<file path="src/rtl/sop_pkg.sv">
package sop_pkg;

    typedef enum logic [3:0] {
        OP_CLR   = 4'd0,
        OP_COM   = 4'd1,
        OP_INC   = 4'd2,
        OP_DEC   = 4'd3,
        OP_NEG   = 4'd4,
        OP_ADC   = 4'd5,
        OP_SBC   = 4'd6,
        OP_ROR   = 4'd7,
        OP_ROL   = 4'd8,
        OP_ASR   = 4'd9,
        OP_ASL   = 4'd10,
        OP_SWB   = 4'd11,
        OP_SXT   = 4'd12,
        OP_RSV13 = 4'd13,
        OP_RSV14 = 4'd14,
        OP_RSV15 = 4'd15
    } sop_op_e;

    typedef struct packed {
        logic n;
        logic z;
        logic v;
        logic c;
    } sop_flags_t;

    typedef enum logic {
        S_IDLE = 1'b0,
        S_EXEC = 1'b1
    } sop_state_e;

endpackage

</file>
<file path="src/rtl/sop_datapath.sv">
module sop_datapath
    import sop_pkg::*;
#(
    parameter int DATA_W = 16
) (
    input  sop_op_e             op,
    input  logic                byte_mode,
    input  logic [DATA_W-1:0]   operand,
    input  logic                c_in,
    input  logic                n_in,
    output logic [DATA_W-1:0]   res,
    output logic [DATA_W-1:0]   mask,
    output logic [DATA_W-1:0]   sgn,
    output logic                sh_c
);
    localparam int HALF_W = DATA_W / 2;
    localparam int LANES  = 2;

    logic [DATA_W-1:0] xw;
    logic [DATA_W-1:0] cw;
    logic [DATA_W-1:0] raw;
    logic              msb_x;
    logic              width_op;

    // lane enables: the upper lane is live only in word mode
    for (genvar l = 0; l < LANES; l++) begin : g_lane
        assign mask[l*HALF_W +: HALF_W] = (l == 0 || !byte_mode) ? {HALF_W{1'b1}} : {HALF_W{1'b0}};
    end

    assign sgn   = byte_mode ? {{(DATA_W-1){1'b0}}, 1'b1} << (HALF_W - 1)
                             : {{(DATA_W-1){1'b0}}, 1'b1} << (DATA_W - 1);
    assign xw    = operand & mask;
    assign cw    = {{(DATA_W-1){1'b0}}, c_in};
    assign msb_x = |(xw & sgn);

    always_comb begin
        raw      = operand;
        sh_c     = 1'b0;
        width_op = 1'b1;
        unique case (op)
            OP_CLR: raw = '0;
            OP_COM: raw = ~xw;
            OP_INC: raw = xw + {{(DATA_W-1){1'b0}}, 1'b1};
            OP_DEC: raw = xw - {{(DATA_W-1){1'b0}}, 1'b1};
            OP_NEG: raw = '0 - xw;
            OP_ADC: raw = xw + cw;
            OP_SBC: raw = xw - cw;
            OP_ROR: begin
                raw  = (xw >> 1) | (c_in ? sgn : '0);
                sh_c = xw[0];
            end
            OP_ROL: begin
                raw  = (xw << 1) | cw;
                sh_c = msb_x;
            end
            OP_ASR: begin
                raw  = (xw >> 1) | (xw & sgn);
                sh_c = xw[0];
            end
            OP_ASL: begin
                raw  = xw << 1;
                sh_c = msb_x;
            end
            OP_SWB: begin
                raw      = {operand[HALF_W-1:0], operand[DATA_W-1:HALF_W]};
                width_op = 1'b0;
            end
            OP_SXT: begin
                raw      = {DATA_W{n_in}};
                width_op = 1'b0;
            end
            OP_RSV13, OP_RSV14, OP_RSV15: begin
                raw      = operand;
                width_op = 1'b0;
            end
        endcase
        res = width_op ? (raw & mask) : raw;
    end

endmodule

</file>
<file path="src/rtl/sop_flagcalc.sv">
module sop_flagcalc
    import sop_pkg::*;
#(
    parameter int DATA_W = 16
) (
    input  sop_op_e             op,
    input  logic [DATA_W-1:0]   operand,
    input  logic [DATA_W-1:0]   res,
    input  logic [DATA_W-1:0]   mask,
    input  logic [DATA_W-1:0]   sgn,
    input  logic                sh_c,
    input  sop_flags_t          f_in,
    output sop_flags_t          f_new
);
    localparam int HALF_W = DATA_W / 2;

    logic [DATA_W-1:0] xw;
    logic [DATA_W-1:0] rw;
    logic [DATA_W-1:0] max_pos;
    logic              rn;
    logic              rz;

    assign xw      = operand & mask;
    assign rw      = res & mask;
    assign max_pos = mask & ~sgn;
    assign rn      = |(res & sgn);
    assign rz      = (rw == '0);

    always_comb begin
        f_new = f_in;
        unique case (op)
            OP_CLR: f_new = '{n: 1'b0, z: 1'b1, v: 1'b0, c: 1'b0};
            OP_COM: f_new = '{n: rn, z: rz, v: 1'b0, c: 1'b1};
            OP_INC: f_new = '{n: rn, z: rz, v: (rw == sgn), c: f_in.c};
            OP_DEC: f_new = '{n: rn, z: rz, v: (rw == max_pos), c: f_in.c};
            OP_NEG: f_new = '{n: rn, z: rz, v: (rw == sgn), c: !rz};
            OP_ADC: f_new = '{n: rn, z: rz,
                              v: (xw == max_pos) && f_in.c,
                              c: (xw == mask) && f_in.c};
            OP_SBC: f_new = '{n: rn, z: rz,
                              v: (xw == sgn) && f_in.c,
                              c: (xw == '0) && f_in.c};
            OP_ROR, OP_ROL, OP_ASR, OP_ASL:
                f_new = '{n: rn, z: rz, v: rn ^ sh_c, c: sh_c};
            OP_SWB: f_new = '{n: res[HALF_W-1], z: (res[HALF_W-1:0] == '0), v: 1'b0, c: 1'b0};
            OP_SXT: f_new = '{n: f_in.n, z: !f_in.n, v: 1'b0, c: f_in.c};
            OP_RSV13, OP_RSV14, OP_RSV15: f_new = f_in;
        endcase
    end

endmodule

</file>
<file path="src/rtl/sop_guard.sv">
module sop_guard #(
    parameter int                ADDR_W      = 16,
    parameter logic [ADDR_W-1:0] STATUS_ADDR = 'o177776
) (
    input  logic               op_known,
    input  logic               dst_is_reg,
    input  logic [ADDR_W-1:0]  dst_addr,
    output logic               allow
);
    logic hits_status;

    assign hits_status = !dst_is_reg && (dst_addr == STATUS_ADDR);
    assign allow       = op_known && !hits_status;

endmodule

</file>
<file path="src/rtl/sop_alu.sv">
module sop_alu
    import sop_pkg::*;
#(
    parameter int                DATA_W      = 16,
    parameter int                ADDR_W      = 16,
    parameter logic [ADDR_W-1:0] STATUS_ADDR = 'o177776
) (
    input  logic               clk,
    input  logic               rst_n,
    input  logic               in_valid,
    input  logic [3:0]         op,
    input  logic               byte_sel,
    input  logic [DATA_W-1:0]  operand,
    input  logic [3:0]         flags_in,
    input  logic               dst_is_reg,
    input  logic [ADDR_W-1:0]  dst_addr,
    output logic               out_valid,
    output logic [DATA_W-1:0]  result,
    output logic [3:0]         flags_out,
    output logic               flag_we
);
    sop_state_e         state, state_nxt;
    sop_op_e            op_q;
    logic               byte_q;
    logic [DATA_W-1:0]  opnd_q;
    sop_flags_t         flags_q;
    logic               dreg_q;
    logic [ADDR_W-1:0]  addr_q;

    logic [DATA_W-1:0]  dp_res;
    logic [DATA_W-1:0]  dp_mask;
    logic [DATA_W-1:0]  dp_sgn;
    logic               dp_shc;
    sop_flags_t         fc_new;
    logic               allow;
    logic               take;

    assign take = (state == S_IDLE) && in_valid;

    // state register
    always_ff @(posedge clk) begin
        if (!rst_n) state <= S_IDLE;
        else        state <= state_nxt;
    end

    always_comb begin
        state_nxt = state;
        unique case (state)
            S_IDLE: if (in_valid) state_nxt = S_EXEC;
            S_EXEC: state_nxt = S_IDLE;
        endcase
    end

    // request capture on the S_IDLE -> S_EXEC transition
    always_ff @(posedge clk) begin
        if (!rst_n) begin
            op_q    <= OP_CLR;
            byte_q  <= 1'b0;
            opnd_q  <= '0;
            flags_q <= '0;
            dreg_q  <= 1'b0;
            addr_q  <= '0;
        end else if (take) begin
            op_q    <= sop_op_e'(op);
            byte_q  <= byte_sel;
            opnd_q  <= operand;
            flags_q <= sop_flags_t'(flags_in);
            dreg_q  <= dst_is_reg;
            addr_q  <= dst_addr;
        end
    end

    sop_datapath #(.DATA_W(DATA_W)) u_dp (
        .op        (op_q),
        .byte_mode (byte_q),
        .operand   (opnd_q),
        .c_in      (flags_q.c),
        .n_in      (flags_q.n),
        .res       (dp_res),
        .mask      (dp_mask),
        .sgn       (dp_sgn),
        .sh_c      (dp_shc)
    );

    sop_flagcalc #(.DATA_W(DATA_W)) u_fc (
        .op      (op_q),
        .operand (opnd_q),
        .res     (dp_res),
        .mask    (dp_mask),
        .sgn     (dp_sgn),
        .sh_c    (dp_shc),
        .f_in    (flags_q),
        .f_new   (fc_new)
    );

    sop_guard #(.ADDR_W(ADDR_W), .STATUS_ADDR(STATUS_ADDR)) u_guard (
        .op_known   (op_q <= OP_SXT),
        .dst_is_reg (dreg_q),
        .dst_addr   (addr_q),
        .allow      (allow)
    );

    // output register, loaded on the S_EXEC -> S_IDLE transition
    always_ff @(posedge clk) begin
        if (!rst_n) begin
            out_valid <= 1'b0;
            result    <= '0;
            flags_out <= '0;
            flag_we   <= 1'b0;
        end else begin
            out_valid <= (state == S_EXEC);
            flag_we   <= (state == S_EXEC) && allow;
            if (state == S_EXEC) begin
                result    <= dp_res;
                flags_out <= allow ? 4'(fc_new) : 4'(flags_q);
            end
        end
    end

    // one pulse per request
    assert_single_pulse_R2: assert property (@(posedge clk) disable iff (!rst_n)
        out_valid |=> !out_valid);

    assert_pulse_after_exec_R2: assert property (@(posedge clk) disable iff (!rst_n)
        out_valid |-> $past(state == S_EXEC));

    assert_status_block_R13: assert property (@(posedge clk) disable iff (!rst_n)
        (state == S_EXEC && !dreg_q && addr_q == STATUS_ADDR)
        |=> (!flag_we && flags_out == $past(4'(flags_q))));

    assert_clear_flags_R4: assert property (@(posedge clk) disable iff (!rst_n)
        (state == S_EXEC && op_q == OP_CLR && allow) |=> (flags_out == 4'b0100 && result == '0));

    assert_carry_kept_R6: assert property (@(posedge clk) disable iff (!rst_n)
        (state == S_EXEC && (op_q == OP_INC || op_q == OP_DEC))
        |=> (flags_out[0] == $past(flags_q.c)));

    assert_shift_v_R10: assert property (@(posedge clk) disable iff (!rst_n)
        (state == S_EXEC && allow && op_q inside {OP_ROR, OP_ROL, OP_ASR, OP_ASL})
        |=> (flags_out[1] == (flags_out[3] ^ flags_out[0])));

    assert_sxt_fill_R12: assert property (@(posedge clk) disable iff (!rst_n)
        (state == S_EXEC && op_q == OP_SXT) |=> (result == {DATA_W{$past(flags_q.n)}}));

endmodule

</file>
<file path="config.mk">
export PLATFORM = sky130hd
export DESIGN_NAME = sop_alu
export DESIGN_NICKNAME = d
export VERILOG_FILES = /design/src/rtl/sop_pkg.sv /design/src/rtl/sop_datapath.sv /design/src/rtl/sop_flagcalc.sv /design/src/rtl/sop_guard.sv /design/src/rtl/sop_alu.sv
export SDC_FILE = /design/constraint.sdc
export NUM_CORES = 1
export LEC_CHECK = 0
export ABC_AREA = 1
export BUFFER_PORTS_ARGS = -buffer_cell sky130_fd_sc_hd__buf_2
export CORE_MARGIN = 1.5
export CORE_UTILIZATION = 40
export CTS_CLUSTER_SIZE = 20
export DETAILED_ROUTE_END_ITERATION = 16
export GPL_ROUTABILITY_DRIVEN = 0
export MAX_ROUTING_LAYER = met4
export PLACE_DENSITY = 0.56
export SLEW_MARGIN = 20
export SYNTH_ARGS = -nofsm -noshare
export SYNTH_HDL_FRONTEND = slang
export SYNTH_HIERARCHICAL = 1
export SYNTH_SLANG_ARGS = --single-unit
</file>
<file path="constraint.sdc">
create_clock -name clk -period 3.7 [get_ports clk]
set_clock_uncertainty 0.1 [all_clocks]
set_input_delay 0.185 -clock clk [delete_from_list [all_inputs] [get_ports clk]]
set_output_delay 0.185 -clock clk [all_outputs]
set_load 0.02 [all_outputs]
</file>
Word level (Yosys, flattened, before mapping) --
Cells that the tools add are included.
Storage, ports and cells: register bits after elaboration 65, input port bits 45, logic and storage cells 87
Cells by class: add/sub/neg operators 5, magnitude comparators 1, eq/ne operators 21, multiplexer cells 10, bitwise gates (word level) 13, reduce and logical (&&, ||, !) cells 23
Operator list (count):
- case mux 16 bit (14 select lines) | 1
- AND 16 bit | 6
- == test 16 bit | 5
- 2-to-1 mux 16 bit | 3
- case mux 4 bit (11 select lines) | 1
- == test 4 bit (second input constant) | 8
- zero test 16 bit | 2
- inverter 16 bit | 2
- bitwise OR 15 x 16 -> 16 bit | 2
- OR reduction 16 bit | 2
- adder 16 x 1 -> 16 bit | 1
- adder 16 x 1 -> 16 bit (second input constant) | 1
- == test 16 bit (second input constant) | 1
- == test 4 x 3 -> 1 bit (second input constant) | 4
- bitwise OR 16 x 1 -> 16 bit | 1
- subtractor 1 x 16 -> 16 bit (first input constant) | 1
- subtractor 16 x 1 -> 16 bit | 1
- subtractor 16 x 1 -> 16 bit (second input constant) | 1
- == test 4 x 2 -> 1 bit (second input constant) | 2
- logical AND 1 bit | 8
- zero test 8 bit | 1
- 2-to-1 mux 8 bit | 1
- OR reduction 5 bit | 1
- == test 4 x 1 -> 1 bit (second input constant) | 1
- other kinds (11) | 16

Longest topological paths before layout --
Gate-level depths: netlist of the first run.
word-level depth 12, depth in mapped cells 32, gate-level depth less buffers 32

By module --
The synthesis of the first run kept the hierarchy.
Modules (own cells, without submodules):
- sop_alu | instances 1, cells an instance 384, area each 2617.5 µm², seq. area each 1301.2 µm²
- sop_datapath | instances 1, cells an instance 481, area each 2471.1 µm², seq. area each 0.0 µm²
- sop_flagcalc | instances 1, cells an instance 441, area each 1913.1 µm², seq. area each 0.0 µm²
- sop_guard | instances 1, cells an instance 17, area each 66.3 µm², seq. area each 0.0 µm²

Least setup slack after synthesis of the first run --
No wires, ideal clock.
path type reg2reg, from register op_q[1], to register flags_out[1], setup time 0.113 ns, data arrival time 3.034 ns, data required time 3.487 ns, path slack 0.452 ns, stages on the path, launching flop included 32, path buffers 0, clock period less this slack 3.248 ns, path through dfxtp_1 > inv_1 > nand2_4 > nand3_2 > nand2_4 > nand2_4 > inv_1 > ha_1 > nand2_1 > inv_1 > nand2_1 > nand3_1 > a21oi_1 > nand2_1 > nand2_1 > nand3_1 > a21oi_1 > nand2_1 > inv_1 > nand2_1 > nand2_1 > nor2_1 > nand2_1 > nor2_1 > nand3_1 > nand2_1 > nor2_1 > nand2_1 > inv_1 > nand2_1 > nand3_1 > nand2_1
RTL lines:
- start: declaration | line sop_alu.sv:23 | sop_op_e op_q;
- start signal: assignment | line sop_alu.sv:64 | op_q <= sop_op_e'(op);
- end signal: assignment | line sop_alu.sv:115 | flags_out <= allow ? 4'(fc_new) : 4'(flags_q);
- end: declaration | line sop_alu.sv:19 | output logic [3:0] flags_out,

==> results list, run 1 <==
- Final core utilization: 48.1%
- The synthesized design contains 65 register bits.
* DR vias: 8518
- Max IR drop VDD: 0.000235 V
- The cell that appears most often on the critical path is sky130_fd_sc_hd__nand2_1.
- Die height: 136 um
* RSZ-0062 raised after global routing: yes
* Filler cells: 1901
* Initial cell density of the core: 40.9%
- For this run the aggregate overflow at the end of global routing stands at 0.
- Yosys warnings: 6
* Internal power summed over all cells: 1.78 mW
* Detailed Routing Iterations Pass 1: 7
* ANT cells: 0
- In this run, CTS created clock tree buffers numbering 9.
- The worst setup path is of the register to register kind.
- For this run, the slowest stage of the critical path takes 420 ps.
- The worst setup path is captured at a register.
- The share of the Yosys chip area taken by registers is 18.4%.
* First-pass GRT wire length: 39.1 mm
* Number of cell instances on the worst register-to-register path: 28
- Fraction of layout cells with a size suffix above 1: 16.4%
- Slowest cell on the critical path: sky130_fd_sc_hd__dfxtp_2
- Number of global-route vias before repair: 7397
- CTS placed an instance of sky130_fd_sc_hd__clkbuf_16 at the clock tree root.
- Max-slew violation count: 0
- From left edge to right edge, the die measures 136 um.
- Number of cells on the worst hold path: 3
- Area growth from synthesis to layout: 17.6%
- For the pin with the worst max-slew slack, the measured transition is 940 ps.
* Sw Pwr: 1.10 mW
- Post-synthesis average cell area: 5.34 sq um
* Number of sinks on the clock net: 65
- Nature of the critical path startpoint: register
- IO Count: 67
* Gate count of the mapped netlist: 1323
- CTS tree: built
- Half-perimeter wire length after placement: 19.4 mm
* Detailed Route WL: 25.4 mm
- Drt drc: 0
* Final setup violation count: 0
- After clock tree synthesis, the clock-pin slew on the worst setup and hold paths is 60 ps.
* Standard-cell row count: 48
- Fmax: 0.278 GHz
- Data arrives at the worst endpoint at 3790 ps.
- Pin count of the biggest net entering global routing: 45
- The number of antenna violations at the first check in global routing was 0.
- Post-route cell area: 8310 sq um
- The path class of the tightest hold or removal check is input pin to register.
* Proportion of total power due to net switching: 38.1%
* Most frequent cells in the layout: sky130_fd_sc_hd__nand2_1, sky130_fd_sc_hd__inv_1, sky130_fd_sc_hd__nor2_1
- After detailed routing, the average wire length per cell comes to 15.4 um.
* Average via count per standard cell: 5.17
* Count of different cell masters after synthesis: 49
* Storage element area: 1310 sq um
- Outcome: completed
* Crit. path cell count: 28
- After synthesis, the share of flip-flops with an asynchronous set or reset is 0%.
- Of the total power, registers draw 27.4%.
- Die ar.: 18500 sq um
- Placed cell area: 7740 sq um
* Antenna-violating nets left: 0
* Area of combinational cells with multiple inputs: 4790 sq um
* Max Cap Violations: 0
- Counting flops with a built-in enable in the synthesized netlist gives 0.
- Part of the power in the clock network: 34.7%
* NumNets Final: 1472
- Share of total power in combinational logic: 37.9%
- Highest net fanout along the worst path: 7
- In this run the deepest clock path goes through 2 buffers.
- Total global-route track usage: 28.1%
- In the synthesized netlist the dominant register cell turns out to be sky130_fd_sc_hd__dfxtp_1.
- Core Region: 17300 sq um
- At the later pin of the worst-skew pair, clock insertion delay measures 340 ps.
* Share of the clock period used by the worst path: 97.4%
* Post-synthesis cell area: 7070 sq um
* Max-slew headroom at the worst pin: 37.2%
- Critical path buffer and inverter count: 5
- H-tree Lvls: 3
- Number of endpoints with negative hold slack in the final report: 0
- In this run the power density over the cells is 346 nW/um^2.
- On the critical path the largest part of the delay comes from simple AND/OR/NAND/NOR gates.
- Input and output buffers added on the ports amount to 66.
- Min Clock Period, post-route: 3600 ps
* Power Total: 2.88 mW
- Critical path data required time: 3890 ps
- DRC marker count from the first detailed-route iteration: 802
* Standby leakage power: 4.65 nW
- The library cell used most frequently in the layout, excluding fill and tap cells, is sky130_fd_sc_hd__nand2_1.
==> cell usage after synthesis (all sizes together), types with 6 or more instances <==
| cell type | number | area [sq um] |
|---|---|---|
| nand4 | 24 | 150 |
| inv | 195 | 732 |
| o211ai | 8 | 60.1 |
| a21oi | 36 | 184 |
| dfxtp | 65 | 1300 |
| buf | 57 | 417 |
| o21ai | 27 | 135 |
| o22ai | 13 | 81.3 |
| nand3b | 6 | 45.0 |
| o221ai | 6 | 52.6 |
| a221oi | 7 | 61.3 |
| nor2 | 197 | 789 |
| clkbuf | 9 | 43.8 |
| or2 | 7 | 43.8 |
| nand3 | 147 | 763 |
| nand2 | 469 | 1820 |
| nor3 | 10 | 55.1 |
| ha | 7 | 87.6 |
==> routing by layer <==
layer / wire (um) / track usage [%] / share of wire (%) / vias up
met5: 0 / - / 0 / -
met4: 1120 / 12.8 / 4.4 / 0
met3: 2070 / 3.69 / 8.1 / 82
met2: 10600 / 41.3 / 42 / 407
met1: 11600 / 38.0 / 46 / 3716
li1: - / - / - / 4313
==> power groups by stage <==
stage,Clock [mW],Combinational [mW],Sequential (mW)
floorplan,0,0.680,0.815
global placement,0,0.996,0.800
detailed placement,0,0.993,0.801
CTS,1.02,0.998,0.786
global route,1.05,1.20,0.794
finish,0.999,1.09,0.789
==> registers in the layout, indices dropped and copies added (netlist names) <==
name,cells
flags_q,4
byte_q,1
addr_q,16
state,1
opnd_q,16
op_q,4
out_valid,1
flags_out,4
flag_we,1
dreg_q,1
result,16
==> metrics by stage <==
stage	setup TNS, ps	hold WS, ps	cells	setup slack [ps]
global route	-212	40.3	1649	-152
finish	0	26.0	1649	96.5
detailed placement	0	329	1626	76.8
global placement	0	325	1626	105
CTS	0	15.3	1641	52.9
floorplan	0	291	1343	452
==> worst min-delay path, cell delays in order <==
cell	delay (ps)
sky130_fd_sc_hd__buf_2	120
sky130_fd_sc_hd__inv_2	70
sky130_fd_sc_hd__nor2_1	40
==> what timing repair did <==
action,4_1_cts,5_1_grt
buffers inserted,0,8
hold buffers,0,0
endpoints found under the hold margin,0,0
resized for setup,0,48
setup endpoints to repair,0,4
==> cell type report <==
cell class	count	share of cell area (%)
clock buffers	9	2.71
clock inverters	6	1.40
inverters	198	8.99
multi-input cells	1014	57.6
flip-flops and latches	65	15.7
well taps	225	3.39
repair buffers	132	10.2
==> final timing paths <==
check	slack (ps)	start	end
min	30	in_valid	state
max reg2reg	100	op_q[1]	flags_out[1]
min reg2reg	340	result[13]	result[13]
max	100	op_q[1]	flags_out[1]
==> kinds of logic after synthesis <==
kind of cell / after synthesis / synth area share, %
other: 2 / 0.106
and+or+nand+nor: 863 / 52.1
DFF: 65 / 18.4
buffers and inverters: 264 / 17.0
adders and majority gates: 7 / 1.24
AOI/OAI and AO/OA: 115 / 10.3
xor gates and xnor gates: 7 / 0.867
(Power assumes the default switching activity.)
==> inputs of run 2 (changes only) <==
--- a/config.mk
+++ b/config.mk
@@ -8,12 +8,12 @@
 export ABC_AREA = 1
 export BUFFER_PORTS_ARGS = -buffer_cell sky130_fd_sc_hd__buf_2
 export CORE_MARGIN = 1.5
-export CORE_UTILIZATION = 40
+export CORE_UTILIZATION = 54
 export CTS_CLUSTER_SIZE = 20
 export DETAILED_ROUTE_END_ITERATION = 16
 export GPL_ROUTABILITY_DRIVEN = 0
 export MAX_ROUTING_LAYER = met4
-export PLACE_DENSITY = 0.56
+export PLACE_DENSITY = 0.72
 export SLEW_MARGIN = 20
 export SYNTH_ARGS = -nofsm -noshare
 export SYNTH_HDL_FRONTEND = slang
==> run 2 against run 1 <==
Net effect: design area shrank 3.1%; sequential cell count is the same; clock-buffer cell count grew 1; die area shrank 25%; register-to-register slack lost 20 ps; clock power shrank 13%; worst hold slack gained 9.1 ps.
==> results list, run 2 (synthesis gave the netlist of run 1 again) <==
- The run finished with clean final reports.
- Min Clock Period, post-route: 3620 ps
* Max incr delay on CP: 340 ps
- For this configuration, the core starts out at a cell density of 55.8%.
- Type of the worst setup path: register to register
- Clock latency on the worst-skew pair, taken at its later pin, is 360 ps.
* Share of the clock period used by the worst path: 97.9%
* Standard-cell row count: 41
* Drt drc: 0
* Number of standard cells in the layout, taps in and fillers out: 1586
- Most common cell after layout, fill and taps aside: sky130_fd_sc_hd__nand2_1
- Count of hold buffers inserted by post-cts repair: 0
- Actual slew at the worst max-slew pin: 921 ps
- The analysis attributes to cell leakage a power of 4.57 nW.
- Number of endpoints with negative hold slack in the final report: 0
- Met3 demand-to-capacity share in global routing: 7.98%
* Setup crit end kind: register
- Setup repair after global routing could not meet its margin everywhere.
- Measured along the x axis, the die boundary spans 117 um.
* Worst hold slack: 35.1 ps
- Core Region: 12700 sq um
* ANT cells: 0
* First-pass GRT wire length: 37.1 mm
* IO Count: 67
- STA classifies the critical path startpoint as a register.
- In the routed layout, each cell is associated on average with a via count of 5.44.
* Antenna violations before repair: 0
- Die height: 117 um
* Placed Cells: 1564
* Met2 Use GR: 50.1%
- Root buf cell: sky130_fd_sc_hd__clkbuf_16
- The tightest min-delay check is of the input pin to register type.
- Number of clock buffers inserted by TritonCTS: 9
* Final setup violation count: 0
- Antenna-violating nets left: 0
- NumNets Final: 1461
* DR vias: 8621
- Critical path data required time: 3900 ps
* Max IR drop VDD: 0.000237 V
* Max-slew headroom at the worst pin: 38.5%
* Maximum clock insertion buffer count: 2
- Placed cell area: 7600 sq um
- With fillers left out, the area of the finished cells amounts to 8060 sq um.
* Data arrival time of the critical path: 3820 ps
- The final number of max-transition violations came to 0.
* Total overflow reported by the global router: 0
- The largest registers in the layout are addr_q: 16 flops, opnd_q: 16 flops, result: 16 flops.
* Final routed wire length divided by cell count: 14.5 um
- H-tree Lvls: 3
* Number of sinks on the clock net: 65
* Most congested layer reported by global routing: met2
- Fmax: 0.276 GHz
- Detailed Routing Iterations Pass 1: 7
- Met1 track utilization from global routing: 43.4%
* Number of I/O port buffers: 66
- Total global-route track usage: 34.2%
- Leaving out fill and tap cells, the most frequent cells in the layout are sky130_fd_sc_hd__nand2_1, sky130_fd_sc_hd__nor2_1, sky130_fd_sc_hd__inv_1.
* Half-perimeter wire length after placement: 17.6 mm
* Reg clk slew, reported paths: 60 ps
* Slowest cell on the critical path: sky130_fd_sc_hd__dfxtp_2
- By instance count, the cell type seen most on the critical path is sky130_fd_sc_hd__nand2_1.
* Area growth from synthesis to layout: 14.0%
- Max Cap Violations: 0
- In this run the worst path has a maximum fanout of 6.
- The number of global-route vias before repair came to 7626.
- CTS tree: built
- In the final layout, the share of cells above drive strength 1 is 14.7%.
* Die ar.: 13800 sq um
* DRC marker count from the first detailed-route iteration: 1258
- Entering global routing, the biggest net connects 45 pins.
- After detailed routing, the total wire length is 23.0 mm.
- Dividing total power by cell area gives a power density of 335 nW/um^2.
[run 2: area by class of cell]
type                            instances  area [sq um]
Sequential cell                        65          1310
Timing Repair Buffer                  121           763
Tap cell                              172           215
Clock inverter                          6          68.8
Fill cell                            1315          4610
Inverter                              198           749
Clock buffer                           10           229
Multi-Input combinational cell       1014          4730
[run 2: through the flow]
| step | setup WS, ps | TNS [ps] | total power, mW | util [%] |
|---|---|---|---|---|
| global placement | 150 | 0 | 1.76 | 59.9 |
| detailed placement | 27.0 | 0 | 1.76 | 59.9 |
| global route | -86.0 | -86.0 | 2.84 | 63.6 |
| CTS | 46.6 | 0 | 2.63 | 62.3 |
| floorplan | 452 | 0 | 1.50 | - |
| finish | 79.4 | 0 | 2.70 | 63.6 |
[run 2: final timing paths]
kind / to / slack [ps] / start / depth (start not counted)
max: flags_out[1] / 80 / op_q[2] / 28
min reg2reg: result[10] / 340 / result[10] / 2
max reg2reg: flags_out[1] / 80 / op_q[2] / 28
min: addr_q[14] / 40 / dst_addr[14] / 5
[run 2: per-layer routing]
metal / wire length, um / up-vias / part of all wire [%]
li1: - / 4296 / -
met1: 9530 / 3722 / 41
met2: 9530 / 509 / 41
met3: 2750 / 94 / 12
met4: 1190 / 0 / 5.2
met5: 0 / - / 0
[run 2: timing repair]
action | CTS | global route
pin swaps | 0 | 11
buffers inserted | 0 | 6
endpoints found under the setup margin | 1 | 4
gates resized for setup | 1 | 33
[run 2: worst max-delay path: cells and delay by family (launching register included)]
family                 cells  cell delay, ps
flip-flops                 1             340
buffers and inverters      4             510
AND/OR/NAND/NOR           24            2610
[run 2: power breakdown]
| group | leakage, nW | switching (mW) | internal [mW] |
|---|---|---|---|
| clock network | 0.143 | 0.343 | 0.523 |
| logic | 3.89 | 0.687 | 0.352 |
| registers | 0.536 | 0.0470 | 0.749 |
